--- config.mk ---
export PLATFORM = sky130hd
export DESIGN_NAME = stall_guard_top
export DESIGN_NICKNAME = d
export VERILOG_FILES = /design/src/rtl/stall_guard_pkg.sv /design/src/rtl/stall_guard_tick.sv /design/src/rtl/stall_guard_ctrl.sv /design/src/rtl/stall_guard_acc.sv /design/src/rtl/stall_guard_top.sv
export SDC_FILE = /design/constraint.sdc
export NUM_CORES = 1
export LEC_CHECK = 0
export BUFFER_PORTS_ARGS = -buffer_cell sky130_fd_sc_hd__buf_2
export CORE_UTILIZATION = 64
export CTS_CLUSTER_DIAMETER = 80
export DETAILED_ROUTE_END_ITERATION = 6
export GPL_ROUTABILITY_DRIVEN = 1
export GPL_TIMING_DRIVEN = 0
export PLACE_DENSITY = 0.86
export REMOVE_ABC_BUFFERS = 1
export SLEW_MARGIN = 30
export SYNTH_ARGS = -nofsm -noshare
export SYNTH_HDL_FRONTEND = slang
export SYNTH_SLANG_ARGS = --single-unit
--- constraint.sdc ---
create_clock -name clk_i -period 9.3 [get_ports clk_i]
set_input_delay 0.93 -clock clk_i [delete_from_list [all_inputs] [get_ports clk_i]]
set_output_delay 0.93 -clock clk_i [all_outputs]
set_load 0.05 [all_outputs]
--- src/rtl/stall_guard_pkg.sv ---
package stall_guard_pkg;

   // Operation applied to the stall accumulator in one cycle
   typedef enum logic [1:0] {
      ACC_CLEAR = 2'd0,
      ACC_HOLD  = 2'd1,
      ACC_DRAIN = 2'd2,
      ACC_FILL  = 2'd3
   } acc_op_e;

endpackage

--- src/rtl/stall_guard_tick.sv ---
module stall_guard_tick #(
   parameter int unsigned PRE_DIV = 1
) (
   input  logic clk_i,
   input  logic rst_ni,
   output logic step_o
);
   localparam int unsigned CNT_W = (PRE_DIV > 1) ? $clog2(PRE_DIV) : 1;

   generate
      if (PRE_DIV <= 1) begin : g_every_cycle
         assign step_o = 1'b1;
      end else begin : g_divided
         localparam logic [CNT_W-1:0] LAST = CNT_W'(PRE_DIV - 1);
         logic [CNT_W-1:0] cnt_q;

         always_ff @(posedge clk_i or negedge rst_ni) begin
            if (!rst_ni) begin
               cnt_q <= '0;
            end else if (cnt_q == LAST) begin
               cnt_q <= '0;
            end else begin
               cnt_q <= cnt_q + 1'b1;
            end
         end

         assign step_o = (cnt_q == LAST);
      end
   endgenerate

endmodule

--- src/rtl/stall_guard_ctrl.sv ---
module stall_guard_ctrl
   import stall_guard_pkg::*;
(
   input  logic    run_i,
   input  logic    locked_i,
   input  logic    guard_en_i,
   input  logic    step_i,
   output acc_op_e op_o
);

   always_comb begin
      if (!guard_en_i) begin
         op_o = ACC_CLEAR;
      end else if (!step_i) begin
         op_o = ACC_HOLD;
      end else if (!run_i) begin
         op_o = ACC_DRAIN;
      end else if (locked_i) begin
         op_o = ACC_HOLD;
      end else begin
         op_o = ACC_FILL;
      end
   end

endmodule

--- src/rtl/stall_guard_acc.sv ---
module stall_guard_acc
   import stall_guard_pkg::*;
#(
   parameter int unsigned ACC_W     = 12,
   parameter int unsigned FILL_STEP = 1,
   parameter int unsigned DRAIN_STEP = 22
) (
   input  logic             clk_i,
   input  logic             rst_ni,
   input  acc_op_e          op_i,
   input  logic [ACC_W-1:0] ceil_i,
   output logic [ACC_W-1:0] acc_o
);
   localparam logic [ACC_W-1:0] FILL_V  = ACC_W'(FILL_STEP);
   localparam logic [ACC_W-1:0] DRAIN_V = ACC_W'(DRAIN_STEP);

   logic [ACC_W-1:0] acc_q;
   logic [ACC_W-1:0] acc_d;
   logic [ACC_W-1:0] headroom;

   assign headroom = ceil_i - acc_q;

   always_comb begin
      acc_d = acc_q;
      unique case (op_i)
         ACC_CLEAR: acc_d = '0;
         ACC_HOLD:  acc_d = acc_q;
         ACC_DRAIN: acc_d = (acc_q > DRAIN_V) ? (acc_q - DRAIN_V) : '0;
         ACC_FILL: begin
            if (acc_q >= ceil_i) begin
               acc_d = ceil_i;
            end else if (headroom <= FILL_V) begin
               acc_d = ceil_i;
            end else begin
               acc_d = acc_q + FILL_V;
            end
         end
         default: acc_d = acc_q;
      endcase
   end

   always_ff @(posedge clk_i or negedge rst_ni) begin
      if (!rst_ni) begin
         acc_q <= '0;
      end else begin
         acc_q <= acc_d;
      end
   end

   assign acc_o = acc_q;

endmodule

--- src/rtl/stall_guard_top.sv ---
module stall_guard_top
   import stall_guard_pkg::*;
#(
   parameter int unsigned ACC_W      = 12,
   parameter int unsigned FILL_STEP  = 1,
   parameter int unsigned DRAIN_STEP = 22,
   parameter int unsigned PRE_DIV    = 1
) (
   input  logic             clk_i,
   input  logic             rst_ni,
   input  logic             run_i,
   input  logic             locked_i,
   input  logic             guard_en_i,
   input  logic [ACC_W-1:0] interval_i,
   output logic             trip_o
);
   localparam longint unsigned ACC_MAX = (64'd1 << ACC_W) - 1;

   generate
      if (ACC_W < 2 || ACC_W > 32) begin : g_bad_width
         $error("stall_guard_top: ACC_W out of range");
      end
      if (FILL_STEP < 1 || FILL_STEP > ACC_MAX) begin : g_bad_fill
         $error("stall_guard_top: FILL_STEP out of range");
      end
      if (DRAIN_STEP < 1 || DRAIN_STEP > ACC_MAX) begin : g_bad_drain
         $error("stall_guard_top: DRAIN_STEP out of range");
      end
      if (PRE_DIV < 1) begin : g_bad_div
         $error("stall_guard_top: PRE_DIV must be at least 1");
      end
   endgenerate

   logic             step_w;
   acc_op_e          op_w;
   logic [ACC_W-1:0] acc_w;
   logic             trip_q;

   stall_guard_tick #(
      .PRE_DIV (PRE_DIV)
   ) tick_i (
      .clk_i  (clk_i),
      .rst_ni (rst_ni),
      .step_o (step_w)
   );

   stall_guard_ctrl ctrl_i (
      .run_i      (run_i),
      .locked_i   (locked_i),
      .guard_en_i (guard_en_i),
      .step_i     (step_w),
      .op_o       (op_w)
   );

   stall_guard_acc #(
      .ACC_W      (ACC_W),
      .FILL_STEP  (FILL_STEP),
      .DRAIN_STEP (DRAIN_STEP)
   ) acc_i (
      .clk_i  (clk_i),
      .rst_ni (rst_ni),
      .op_i   (op_w),
      .ceil_i (interval_i),
      .acc_o  (acc_w)
   );

   // Trip latch: set on a full count while running unlocked, cleared by stop
   always_ff @(posedge clk_i or negedge rst_ni) begin
      if (!rst_ni) begin
         trip_q <= 1'b0;
      end else if (!run_i) begin
         trip_q <= 1'b0;
      end else if (guard_en_i && !locked_i && step_w && (acc_w >= interval_i)) begin
         trip_q <= 1'b1;
      end
   end

   assign trip_o = trip_q;

   a_r1_rise_needs_unlocked_run: assert property (@(posedge clk_i) disable iff (!rst_ni)
      $rose(trip_o) |-> $past(run_i && guard_en_i && !locked_i));

   a_r2_locked_holds: assert property (@(posedge clk_i) disable iff (!rst_ni)
      (run_i && guard_en_i && locked_i) |=> $stable(acc_w));

   a_r3_trip_latched: assert property (@(posedge clk_i) disable iff (!rst_ni)
      (trip_o && run_i) |=> trip_o);

   a_r4_stop_clears: assert property (@(posedge clk_i) disable iff (!rst_ni)
      !run_i |=> !trip_o);

   a_r5_drain_monotone: assert property (@(posedge clk_i) disable iff (!rst_ni)
      (!run_i && guard_en_i) |=> (acc_w <= $past(acc_w)));

   a_r7_fill_ceiling: assert property (@(posedge clk_i) disable iff (!rst_ni)
      (run_i && guard_en_i && !locked_i && step_w) |=> (acc_w <= $past(interval_i)));

   a_r8_disable_zero: assert property (@(posedge clk_i) disable iff (!rst_ni)
      !guard_en_i |=> (acc_w == '0));

endmodule

==> impl_metrics.tcl <==
set metrics [dict create \
    synth_top_area_share_pct 18.57 \
    drtAntennaViolNets 0 \
    clkSlewWorstSetupHoldPaths_ns 0.10 \
    cts_tree "yes" \
    reg2reg_from "acc_i.acc_o[4]" \
    period_minus_slack_ns 3.621 \
    setup_viol 0 \
    via_count 1842 \
    synth_enable_flop_cells 0 \
    gp_congestion 0.8671 \
    vdd_drop_max_mv 0.1514 \
    start_util_pct 69.44 \
    area_growth_pct 6.643 \
    max_clock_freq_mhz 276.2 \
    hold_slack_ns 0.5102 \
    yosysMostFrequentCell "a21oi_1" \
    diodes 0 \
    fill_cells 236 \
    power-per-cell-area_nw_per_um2 243.9 \
    nets 288 \
    synth-warning-count 0 \
    cts-root-buf "clkbuf_4" \
    antenna_found_initial 0 \
    rr_worst_depth 11 \
    cts_buffers 3 \
    drt_iter0_drc 55 \
    cp.arrival_ns 3.82 \
    crit_path_start "interval_i[0]" \
    syn-cell-area_um2 1752 \
    grt_max_degree 17 \
    die-area_um2 2950 \
    max_slew.worst_pin.slew_ns 0.8870 \
    drive_above_1_share_pct 12.20 \
    synth_async_sr_flop_share_pct 100.0 \
    ys_types 48 \
    crit_path_end_kind "flop" \
    total_leakage_power_nw 0.7786 \
    yosysTopAreaCell "dfrtp_1" \
    grt_pass1_vias 1559 \
    die_w_um 54.32 \
    maxCapViolations 0 \
    rr_endpoint "acc_i.acc_o[7]" \
    cts_resized 0 \
    worstHoldPathType "reg -> reg" \
    wl_mm 4.423 \
    die_y_um 54.32 \
    vias_per_cell 6.486 \
    portBuffers 17 \
    path_max_fanout 7 \
    wl_per_cell_um 15.57 \
    fin_worst_skew_ns 0.01151 \
    insertion_delay_ns 0.28 \
    maxSlewHeadroom_pct 40.51 \
    regToRegSetupSlack_ns 5.91 \
    crit_type "in -> reg" \
    cts_sinks 13 \
    slew_viol_final 0 \
    ys_seq_elements 13 \
    setup-tns-final_ns 0 \
    clockBufferDepth 2 \
    syn_inst 243 \
    critPathLaunchType "input port" \
    synth_area_per_cell_um2 7.209 \
    hpwl_mm 3.398 \
    post-route-drc-count 0 \
    cts.htree.levels 1 \
    num_rows 18 \
    hold_violations 0 \
    fin_crit_sh_pct 38.94 \
    grt_pass1_wl_mm 7.031 \
    yosysSeqAreaShare_pct 18.57 \
    synth_area_leaders "dfrtp_1 (19%), ha_1 (11%), a21oi_1 (8.9%), o21ai_0 (5.1%), o31ai_1 (4.7%)" \
    ys.flop_type "dfrtp_1" \
    outcome "completed" \
    crit_end "acc_i.acc_o[7]" \
    hold_buffers 0 \
    io_pins 18 \
    synth_common_cells "a21oi_1 (31), inv_1 (19), o21ai_0 (18)" \
    overflow 0 \
    post_cts.repair.setup_buffers 0 \
    design.core.area_um2 2522 \
    track_usage_pct 32.49 \
    firstDrtPassIters 4 \
    rsz0062_at_grt "no" \
    critPathRequiredTime_ns 9.50 \
]
[layout by cell type (no fill, tap or decap), drive strengths merged, types with 6 or more instances in the layout]
cell type	instances
a21oi	32
o21ai	29
inv	19
buf	18
nand2	17
nor2	15
ha	15
dfrtp	13
o31ai	11
xnor2	9
nor3	9
nand3	6
[worst min path at each step]
stage	slack, ns	startpoint	to	depth (start not counted)
after floorplan	0.51	acc_i.acc_o[8]	acc_i.acc_o[8]	2
after global placement	0.46	trip_o	trip_o	2
after detailed placement	0.49	trip_o	trip_o	2
after CTS	0.52	trip_o	trip_o	2
after global routing	0.54	rst_ni	acc_i.acc_o[0]	1
final	0.51	trip_o	trip_o	2
[report_power, final]
group / leakage [nW] / internal, mW / switching [mW] / total [mW]
Clock: 0.0177 / 0.0159 / 0.0204 / 0.0363
Sequential: 0.170 / 0.0754 / 0.0310 / 0.106
Combinational: 0.591 / 0.123 / 0.190 / 0.313
Total: 0.779 / 0.214 / 0.241 / 0.456
[worst max-delay path: stages]
cell and delay [ns]:
buf_2 0.11, inv_1 0.05, ha_1 0.18, fa_1 0.21
nand2b_1 0.13, a21oi_1 0.11, or3_4 0.35, or3_1 0.36
a311o_1 0.39, nor4_2 0.44, buf_2 0.30, o31ai_1 0.10
o21ai_1 0.16
[layer usage]
| layer | part of all wire, % | GRT usage, % |
|---|---|---|
| met4 | 1.0 | 4.701 |
| met2 | 47 | 54.07 |
| met5 | 0 | 0 |
| met3 | 5.9 | 3.611 |
| met1 | 46 | 45.58 |
[per-stage QoR]
step                cell area (µm²)  setup WS [ns]  power [mW]  utilization, %  std cells
floorplan                      1702          5.505      0.3399               -        232
global placement               1824          4.706      0.4011           72.32        279
detailed placement             1841          5.422      0.4126           72.97        280
CTS                            1868          5.708      0.4489           74.06        284
global route                   1868          5.459      0.4982           74.06        284
finish                         1868          5.679      0.4555           74.06        284
[sequential cells by signal, summed over array words and instances, names as in the netlist]
register and flops:
trip_o 1, acc_i.acc_o 12
[cell type report]
type / instances / area (µm²) / share of cell area, %
Multi-Input combinational cell: 200 / 1316 / 70.46
Clock inverter: 1 / 5.005 / 0.2679
Timing Repair Buffer: 18 / 90.09 / 4.823
Clock buffer: 3 / 22.52 / 1.206
Inverter: 19 / 71.32 / 3.818
Sequential cell: 13 / 325.3 / 17.41
Tap cell: 30 / 37.54 / 2.009
[kinds of logic (layout without fill, tap and decap cells)]
family,Yosys count,in the layout,share of synthesized area (%)
flops,13,13,18.57
simple gates,73,73,21.36
fa+ha+maj,16,16,11.86
mux,2,2,1.286
compound gates,95,95,33.00
xor+xnor,14,14,7.000
buf+inv,30,41,6.928
No activity file was read; power rests on OpenSTA's default activity.
